===== src/rtl/mbc_pkg.sv =====
package mbc_pkg;

    typedef enum logic [2:0] {
        ST_IDLE,
        ST_T1,
        ST_T2,
        ST_T3,
        ST_T4
    } bus_state_e;

    typedef enum logic [1:0] {
        LANE_LO,
        LANE_HI,
        LANE_BOTH
    } lane_e;

    // Per-bus-cycle plan: lane use, which request byte it carries, address step.
    typedef struct packed {
        logic  bhe_n;
        lane_e lane;
        logic  upper_byte;
        logic  addr_inc;
    } cyc_desc_t;

endpackage


===== src/rtl/mbc_cycle_plan.sv =====
module mbc_cycle_plan
    import mbc_pkg::*;
(
    input  logic      addr_lsb,
    input  logic      is_word,
    output cyc_desc_t first_cyc,
    output cyc_desc_t second_cyc,
    output logic      split
);
    always_comb begin
        split                 = is_word && addr_lsb;
        first_cyc             = '0;
        second_cyc            = '0;
        second_cyc.bhe_n      = 1'b1;
        second_cyc.lane       = LANE_LO;
        second_cyc.upper_byte = 1'b1;
        second_cyc.addr_inc   = 1'b1;
        unique case ({is_word, addr_lsb})
            2'b10: begin
                first_cyc.bhe_n = 1'b0;
                first_cyc.lane  = LANE_BOTH;
            end
            2'b00: begin
                first_cyc.bhe_n = 1'b1;
                first_cyc.lane  = LANE_LO;
            end
            2'b01, 2'b11: begin
                first_cyc.bhe_n = 1'b0;
                first_cyc.lane  = LANE_HI;
            end
            default: first_cyc = '0;
        endcase
    end
endmodule


===== src/rtl/mbc_lane_steer.sv =====
module mbc_lane_steer
    import mbc_pkg::*;
#(
    parameter int DATA_W = 16
) (
    input  cyc_desc_t         desc,
    input  logic [DATA_W-1:0] wdata,
    output logic [DATA_W-1:0] bus_wdata,
    input  logic [DATA_W-1:0] bus_rdata,
    output logic [DATA_W/2-1:0] rd_byte
);
    localparam int LANE_W = DATA_W / 2;

    logic [LANE_W-1:0] src_byte;

    always_comb begin
        src_byte = desc.upper_byte ? wdata[DATA_W-1:LANE_W] : wdata[LANE_W-1:0];
        unique case (desc.lane)
            LANE_LO:   bus_wdata = {{LANE_W{1'b0}}, src_byte};
            LANE_HI:   bus_wdata = {src_byte, {LANE_W{1'b0}}};
            default:   bus_wdata = wdata;
        endcase
        rd_byte = (desc.lane == LANE_HI) ? bus_rdata[DATA_W-1:LANE_W]
                                         : bus_rdata[LANE_W-1:0];
    end
endmodule


===== src/rtl/mbc_read_gather.sv =====
module mbc_read_gather
    import mbc_pkg::*;
#(
    parameter int DATA_W = 16
) (
    input  logic                clk,
    input  logic                rst_n,
    input  logic                capture,
    input  cyc_desc_t           desc,
    input  logic [DATA_W-1:0]   bus_rdata,
    input  logic [DATA_W/2-1:0] rd_byte,
    output logic [DATA_W-1:0]   gathered
);
    localparam int LANE_W = DATA_W / 2;

    always_ff @(posedge clk or negedge rst_n) begin
        if (!rst_n) begin
            gathered <= '0;
        end else if (capture) begin
            if (desc.lane == LANE_BOTH) begin
                gathered <= bus_rdata;
            end else if (desc.upper_byte) begin
                gathered[DATA_W-1:LANE_W] <= rd_byte;
            end else begin
                gathered <= {{LANE_W{1'b0}}, rd_byte};
            end
        end
    end
endmodule


===== src/rtl/mux_bus_cycle_ctrl.sv =====
module mux_bus_cycle_ctrl
    import mbc_pkg::*;
#(
    parameter int ADDR_W = 20,
    parameter int DATA_W = 16,
    parameter int SEG_W  = 2
) (
    input  logic                     clk,
    input  logic                     rst_n,
    input  logic                     req_valid,
    input  logic [ADDR_W-1:0]        req_addr,
    input  logic                     req_write,
    input  logic                     req_mem,
    input  logic                     req_word,
    input  logic [SEG_W-1:0]         req_seg,
    input  logic [DATA_W-1:0]        req_wdata,
    output logic                     req_ready,
    output logic                     rsp_done,
    output logic [DATA_W-1:0]        rsp_rdata,
    output logic [DATA_W-1:0]        ad_out,
    output logic                     ad_oe,
    input  logic [DATA_W-1:0]        ad_in,
    output logic [ADDR_W-DATA_W-1:0] as_out,
    output logic                     ale,
    output logic                     bhe_n,
    output logic                     rd_n,
    output logic                     wr_n,
    output logic                     m_io,
    output logic                     dt_r
);
    localparam int STAT_W = ADDR_W - DATA_W;
    localparam int LANE_W = DATA_W / 2;

    bus_state_e state_q, state_d;

    logic [ADDR_W-1:0] addr_q;
    logic [DATA_W-1:0] wdata_q;
    logic [SEG_W-1:0]  seg_q;
    logic              wr_q, mem_q, split_q, phase_q, done_q;
    cyc_desc_t         desc1_q, desc2_q, cur_desc;
    cyc_desc_t         plan1, plan2;
    logic              plan_split;
    logic [ADDR_W-1:0] cur_addr;
    logic [DATA_W-1:0] lane_wdata;
    logic [LANE_W-1:0] lane_rbyte;
    logic [STAT_W-1:0] status_nib;
    logic              accept, last_t4;

    mbc_cycle_plan u_plan (
        .addr_lsb   (req_addr[0]),
        .is_word    (req_word),
        .first_cyc  (plan1),
        .second_cyc (plan2),
        .split      (plan_split)
    );

    assign cur_desc = phase_q ? desc2_q : desc1_q;
    assign cur_addr = addr_q + ADDR_W'(cur_desc.addr_inc);

    mbc_lane_steer #(.DATA_W(DATA_W)) u_steer (
        .desc      (cur_desc),
        .wdata     (wdata_q),
        .bus_wdata (lane_wdata),
        .bus_rdata (ad_in),
        .rd_byte   (lane_rbyte)
    );

    mbc_read_gather #(.DATA_W(DATA_W)) u_gather (
        .clk       (clk),
        .rst_n     (rst_n),
        .capture   (state_q == ST_T3 && !wr_q),
        .desc      (cur_desc),
        .bus_rdata (ad_in),
        .rd_byte   (lane_rbyte),
        .gathered  (rsp_rdata)
    );

    assign accept  = (state_q == ST_IDLE) && req_valid;
    assign last_t4 = (state_q == ST_T4) && !(split_q && !phase_q);

    // Next-state logic
    always_comb begin
        state_d = state_q;
        unique case (state_q)
            ST_IDLE: if (req_valid) state_d = ST_T1;
            ST_T1:   state_d = ST_T2;
            ST_T2:   state_d = ST_T3;
            ST_T3:   state_d = ST_T4;
            ST_T4:   state_d = (split_q && !phase_q) ? ST_T1 : ST_IDLE;
            default: state_d = ST_IDLE;
        endcase
    end

    // State register
    always_ff @(posedge clk or negedge rst_n) begin
        if (!rst_n) state_q <= ST_IDLE;
        else        state_q <= state_d;
    end

    // Request latch, split phase and done pulse
    always_ff @(posedge clk or negedge rst_n) begin
        if (!rst_n) begin
            addr_q  <= '0;
            wdata_q <= '0;
            seg_q   <= '0;
            wr_q    <= 1'b0;
            mem_q   <= 1'b0;
            split_q <= 1'b0;
            phase_q <= 1'b0;
            desc1_q <= '0;
            desc2_q <= '0;
            done_q  <= 1'b0;
        end else begin
            done_q <= last_t4;
            if (accept) begin
                addr_q  <= req_addr;
                wdata_q <= req_wdata;
                seg_q   <= req_seg;
                wr_q    <= req_write;
                mem_q   <= req_mem;
                split_q <= plan_split;
                phase_q <= 1'b0;
                desc1_q <= plan1;
                desc2_q <= plan2;
            end else if (state_q == ST_T4 && split_q && !phase_q) begin
                phase_q <= 1'b1;
            end
        end
    end

    always_comb begin
        status_nib            = '0;
        status_nib[SEG_W-1:0] = seg_q;
    end

    // Pin outputs per state
    always_comb begin
        ad_out = '0;
        ad_oe  = 1'b0;
        as_out = '0;
        ale    = 1'b0;
        bhe_n  = 1'b1;
        rd_n   = 1'b1;
        wr_n   = 1'b1;
        m_io   = 1'b0;
        dt_r   = 1'b0;
        unique case (state_q)
            ST_IDLE: begin
            end
            ST_T1: begin
                ale    = 1'b1;
                ad_oe  = 1'b1;
                ad_out = cur_addr[DATA_W-1:0];
                as_out = cur_addr[ADDR_W-1:DATA_W];
                bhe_n  = cur_desc.bhe_n;
                m_io   = mem_q;
                dt_r   = wr_q;
            end
            ST_T2, ST_T3: begin
                as_out = status_nib;
                bhe_n  = cur_desc.bhe_n;
                m_io   = mem_q;
                dt_r   = wr_q;
                ad_oe  = wr_q;
                ad_out = wr_q ? lane_wdata : '0;
                rd_n   = wr_q;
                wr_n   = !wr_q;
            end
            ST_T4: begin
                as_out = status_nib;
                bhe_n  = cur_desc.bhe_n;
                m_io   = mem_q;
                dt_r   = wr_q;
                ad_oe  = wr_q;
                ad_out = wr_q ? lane_wdata : '0;
            end
            default: begin
            end
        endcase
    end

    assign req_ready = (state_q == ST_IDLE);
    assign rsp_done  = done_q;

    // never both strobes
    p_strobe_excl_r5: assert property (@(posedge clk) disable iff (!rst_n)
        !(!rd_n && !wr_n));
    // bus released while reading
    p_rd_released_r5: assert property (@(posedge clk) disable iff (!rst_n)
        !rd_n |-> !ad_oe);
    // write data held while the write strobe stays low
    p_wr_stable_r6: assert property (@(posedge clk) disable iff (!rst_n)
        (!wr_n && $past(!wr_n)) |-> $stable(ad_out));
    // address strobe lasts one cycle and is followed by a strobe
    p_ale_single_r2: assert property (@(posedge clk) disable iff (!rst_n)
        ale |=> (!ale && (!rd_n || !wr_n)));
    // done is a single-cycle pulse
    p_done_pulse_r11: assert property (@(posedge clk) disable iff (!rst_n)
        rsp_done |=> !rsp_done);
    // not ready while a bus cycle is running
    p_busy_r11: assert property (@(posedge clk) disable iff (!rst_n)
        ale |-> !req_ready);
    // S6 position low after address phase
    p_s6_low_r3: assert property (@(posedge clk) disable iff (!rst_n)
        (!rd_n || !wr_n) |-> !as_out[STAT_W-1]);
endmodule


===== config.mk =====
export PLATFORM = sky130hd
export DESIGN_NAME = mux_bus_cycle_ctrl
export DESIGN_NICKNAME = d
export VERILOG_FILES = /design/src/rtl/mbc_pkg.sv /design/src/rtl/mbc_cycle_plan.sv /design/src/rtl/mbc_lane_steer.sv /design/src/rtl/mbc_read_gather.sv /design/src/rtl/mux_bus_cycle_ctrl.sv
export SDC_FILE = /design/constraint.sdc
export NUM_CORES = 1
export LEC_CHECK = 0
export ABC_AREA = 1
export BUFFER_PORTS_ARGS = -buffer_cell sky130_fd_sc_hd__buf_2
export CAP_MARGIN = 15
export CORE_UTILIZATION = 45
export CTS_BUF_LIST = sky130_fd_sc_hd__clkbuf_16
export DETAILED_ROUTE_END_ITERATION = 7
export PLACE_DENSITY = 0.8
export SYNTH_ARGS = -nofsm -noshare
export SYNTH_HDL_FRONTEND = slang
export SYNTH_HIERARCHICAL = 1
export SYNTH_SLANG_ARGS = --single-unit

===== constraint.sdc =====
create_clock -name clk -period 3.11 [get_ports clk]
set_input_delay 0 -clock clk [delete_from_list [all_inputs] [get_ports clk]]
set_output_delay 0 -clock clk [all_outputs]
set_load 0.05 [all_outputs]

## Yosys cells after proc, flatten, opt, wreduce, memory -nomap -nowiden

Index checks and enable logic that the tools add are counted.

| word-level totals | value |
|---|---|
| register bits after elaboration | 66 |
| latch bits | 0 |
| memory bits (writable) | 0 |
| memory bits (read-only) | 0 |
| input port bits | 60 |
| output and inout bits | 45 |
| logic and storage cells | 68 |
| memories | 0 |

| cells by class | value |
|---|---|
| add/sub/neg operators | 1 |
| $mul | 0 |
| divide/modulo/power cells | 0 |
| magnitude comparators | 0 |
| eq/ne operators | 11 |
| shifts and indexed selects | 0 |
| multiplexer cells | 23 |
| bitwise gates (word level) | 0 |
| reductions and logical operators | 19 |

Operator list:

| operator | number |
|---|---|
| $pmux 16 s2 | 2 |
| $mux 16 | 2 |
| $mux 8 | 4 |
| $add 20x1->20 | 1 |
| $pmux 3 s5 | 1 |
| $mux 1 | 9 |
| $pmux 3 s3 | 1 |
| $pmux 4 s2 | 1 |
| $logic_and 1x1->1 | 7 |
| $eq 2x2->1 const B | 3 |
| $eq 3x2->1 const B | 2 |
| $mux 5 | 1 |
| $eq 2x1->1 const B | 2 |
| $logic_not 2->1 | 2 |
| $reduce_or 2->1 | 2 |
| $reduce_or 4->1 | 1 |
| $eq 3x1->1 const B | 1 |
| $eq 3x3->1 const B | 1 |
| $logic_not 1->1 | 3 |
| $logic_not 3->1 | 1 |
| $mux 3 | 1 |
| $reduce_or 3->1 | 1 |
| $ne 2x1->1 const B | 1 |
| $ne 2x2->1 const B | 1 |
| other kinds (3) | 3 |

## Logic depth before layout (Yosys ltp)

| depth | value |
|---|---|
| word-level depth | 5 |
| depth in mapped cells | 14 |
| depth with buffers taken out | 13 |

## Hierarchy

Netlist, hierarchy kept.

By module, submodules not included:

| module | instances | cells an instance | area each (sq um) | sequential area each (sq um) |
|---|---|---|---|---|
| mux_bus_cycle_ctrl | 1 | 420 | 2999.1 | 1401.3 |
| mbc_read_gather | 1 | 131 | 920.9 | 400.4 |
| mbc_lane_steer | 1 | 105 | 441.7 | 0.0 |
| mbc_cycle_plan | 1 | 15 | 82.6 | 0.0 |

## Worst setup path after synthesis

OpenSTA, ideal clock, no wires.

| timing | value |
|---|---|
| path kind | register to output |
| start | reg phase_q |
| end | out ad_out[8] |
| arrival | 2.524 ns |
| required time | 3.110 ns |
| slack | 0.586 ns |
| cell stages (with the launch flop) | 11 |
| buffers on the path | 0 |
| cell sequence | dfrtp_1 -> clkinv_1 -> nand2_1 -> nand2_1 -> ha_1 -> ha_1 -> nand2_2 -> nor2_1 -> nand2_2 -> xor2_1 -> o21ai_0 |

RTL lines:

| item | line | source |
|---|---|---|
| start: declaration | mux_bus_cycle_ctrl.sv:39 | `logic wr_q, mem_q, split_q, phase_q, done_q;` |
| start signal: assignment | mux_bus_cycle_ctrl.sv:109 | `phase_q <= 1'b0;` |
| start signal: assignment | mux_bus_cycle_ctrl.sv:122 | `phase_q <= 1'b0;` |
| start signal: assignment | mux_bus_cycle_ctrl.sv:126 | `phase_q <= 1'b1;` |
| end: declaration | mux_bus_cycle_ctrl.sv:20 | `output logic [DATA_W-1:0] ad_out,` |

==> impl_metrics.ini <==
[synth]
synth_top_area_frac = 0.4054
async_reset_ff_frac = 1.000
synth-main-ff-cell = dfrtp_1
syn_avg_cell_area_um2 = 6.623
synth_area_leaders = dfrtp_1 41%, nand2_1 33%, nand3_1 3.8%, inv_1 2.9%, buf_4 2.5%
netlist_top_cells_count = 393 x nand2_1, 72 x dfrtp_1, 34 x inv_1, 34 x nand3_1, 28 x nor2_1
synth_seq_area_share = 0.4054
synth_area_um2 = 4444
yosysMostFrequentCell = nand2_1
synth_cell_type_count = 37
synth_edf_count = 0
ys_ff_latch = 72
yosysTopAreaCell = dfrtp_1
synth_cells = 671
ys_warn_count = 6

[placed_design]
dpl-instance-area_um2 = 4951
pre_cts_ws_ns = 1.015
place.gp.congestion = 0.9248
dp.cells = 885
io_buffers = 104
dp_hpwl_um = 8148

[power_and_ir_drop]
power_leakage_nw = 3.262
clkPwrFrac = 0.151
switchingPower_w = 0.003559
comb_power_share = 0.580
internal_power_w = 0.002994
ir_drop_mv = 0.4575
powerDensity_nw_per_um2 = 1141
swShare = 0.5432
seq_power_share = 0.269

[timing]
worst_slack_ns = 0.6116
rsz0062_at_grt = no
fin_crit_sh = 0.8033
hold_violations = 0
skew_ns = 0.004463
fin_tns_setup_ns = 0
worst_hold_slack_ns = 0.007491
layout_min_cycle_time_ns = 2.498
setup_viol = 0
worstMarginPinSlew_ns = 0.9053
max_slew_margin = 0.3965
slew_viol_final = 0
fmax_ghz = 0.4003

[clock_tree]
clk_latency_ns = 0.33
tritoncts = built
cts_max_level = 3
cts-root-buf = clkbuf_16
cts_inserted_buffers = 9
clkTransAtPathRegs_ns = 0.05
ctsLongestPathBuffers = 2
post_cts_buffers = 0
clock_sinks = 72

[cells_and_area]
fillerInstances = 843
finalNonFillerCells = 952
final_layout_size_suffix_gt1_frac = 0.1823
regArea_um2 = 1802
diodes = 0
area_growth_pct = 29.19
final_nets = 881
multi_input_area_um2 = 2252
stdcell_area_um2 = 5742

[grt]
antenna_found_initial = 0
grt_overflow = 0
grt_use_total = 0.2493
grt_max_degree = 73
grt_pass1_vias = 4275
grt_pass1_wl_um = 19700

[run_status]
status = completed

[worst_setup_path]
end_kind = output pin
critPathMaxFanout = 12
timing_worst_setup_path_type = flip-flop to output pin
arrival_ns = 2.50
crit_required_ns = 3.11
cp-start-kind = flip-flop
r2r_cells = 12

[routing]
via_per_inst = 4.833
wl_um = 12070
vias = 4601
routedWlPerCell_um = 12.68
drtIter0Drc = 295
antenna_left = 0
dr.pass1.iters = 5
drc_errors = 0

[die]
die_y_um = 101.4
start_util = 0.4720
io-pin-count = 105
dieArea_um2 = 10280
rows = 35
die_w_um = 101.4
coreArea_um2 = 9415

[worst_hold_path]
hold_path_depth = 5
holdCritPathClass = input port to flip-flop

[job]
drv_cap = 0
worst max-delay path, cell delays in order (launching register included):
cell and delay, ns:
dfrtp_1 0.40, clkinv_1 0.22, nand2_1 0.11, nand2_1 0.36, nor2_2 0.46, nand2_1 0.09, nand2_1 0.07, nand2_1 0.05
o21ai_1 0.11, buf_2 0.29
metrics by stage:
stage               total power (W)    util
detailed placement         0.005470  0.5258
finish                     0.006553  0.6098
global route               0.007060  0.6098
CTS                        0.006542  0.6098
floorplan                  0.004757       -
global placement           0.005434  0.5258
worst paths after layout:
path,endpoint,slack (ns),startpoint
max reg2reg,u_gather/gathered[8],1.07,phase_q
max in group asynchronous,u_gather/gathered[15],2.11,rst_n
max,ad_out[7],0.61,phase_q
min reg2reg,mem_q,0.48,mem_q
min in group asynchronous,addr_q[19],0.40,rst_n
min,u_gather/gathered[11],0.007,ad_in[11]
repair_timing:
action	in CTS	in global routing
hold buffers	51	0
hold endpoints to repair	124	0
gates resized for setup	0	0
registers in the layout, indices dropped and copies added, names as in the netlist:
register and flops:
addr_q 20, phase_q 1, seg_q 2, desc2_q 5
desc1_q 5, mem_q 1, u_gather/gathered 16, wr_q 1
wdata_q 16, rsp_done 1, split_q 1, state_q 3
final cells by class:
cell class,count,share of cell area
repair buffers,159,0.1848
clock inverters,7,0.009588
multi-input cells,530,0.3922
clock buffers,9,0.03922
flip-flops and latches,72,0.3138
inverters,46,0.03225
well taps,129,0.02811
kinds of logic after synthesis:
kind of cell    share of synthesized area
simple gates                       0.4378
buf+inv                           0.09206
flops                              0.4054
compound gates                    0.05265
fa+ha+maj                        0.008447
other cells                      0.001690
xor+xnor                         0.001971
routing by layer:
layer  GRT usage  vias up  wire (um)
met3     0.05452       35        710
met5           0        -          0
met4      0.1159        0        380
li1            -     2346          -
met2      0.4050      171       5674
met1      0.3182     2049       5302
cells in the final DEF (no fill, tap or decap), types with 2 or more instances in the layout:
master and instances:
nand2_8 2, nand2_2 8, dlygate4sd3_1 51, o22ai_1 2
o21ai_0 14, nand3_1 34, inv_2 7, a21oi_1 5
clkbuf_16 9, nand4_1 2, inv_1 36, a22o_1 2
inv_4 3, dfrtp_1 72, o31ai_1 2, clkinv_1 3
conb_1 7, o21bai_1 5, ha_1 3, buf_4 4
o21ai_1 8, nand2_1 393, clkinv_2 2, nor2_2 4
nor2_1 28, buf_2 104, nor3_1 3
power groups by stage:
stage | clock network (W) | logic [W] | registers (W)
floorplan | 0 | 0.00278 | 0.00198
global placement | 0 | 0.00367 | 0.00176
detailed placement | 0 | 0.00371 | 0.00176
CTS | 0.00101 | 0.00378 | 0.00175
global route | 0.00105 | 0.00419 | 0.00182
finish | 0.000988 | 0.00380 | 0.00176
Note: power is estimated with default switching activity, not from simulation.
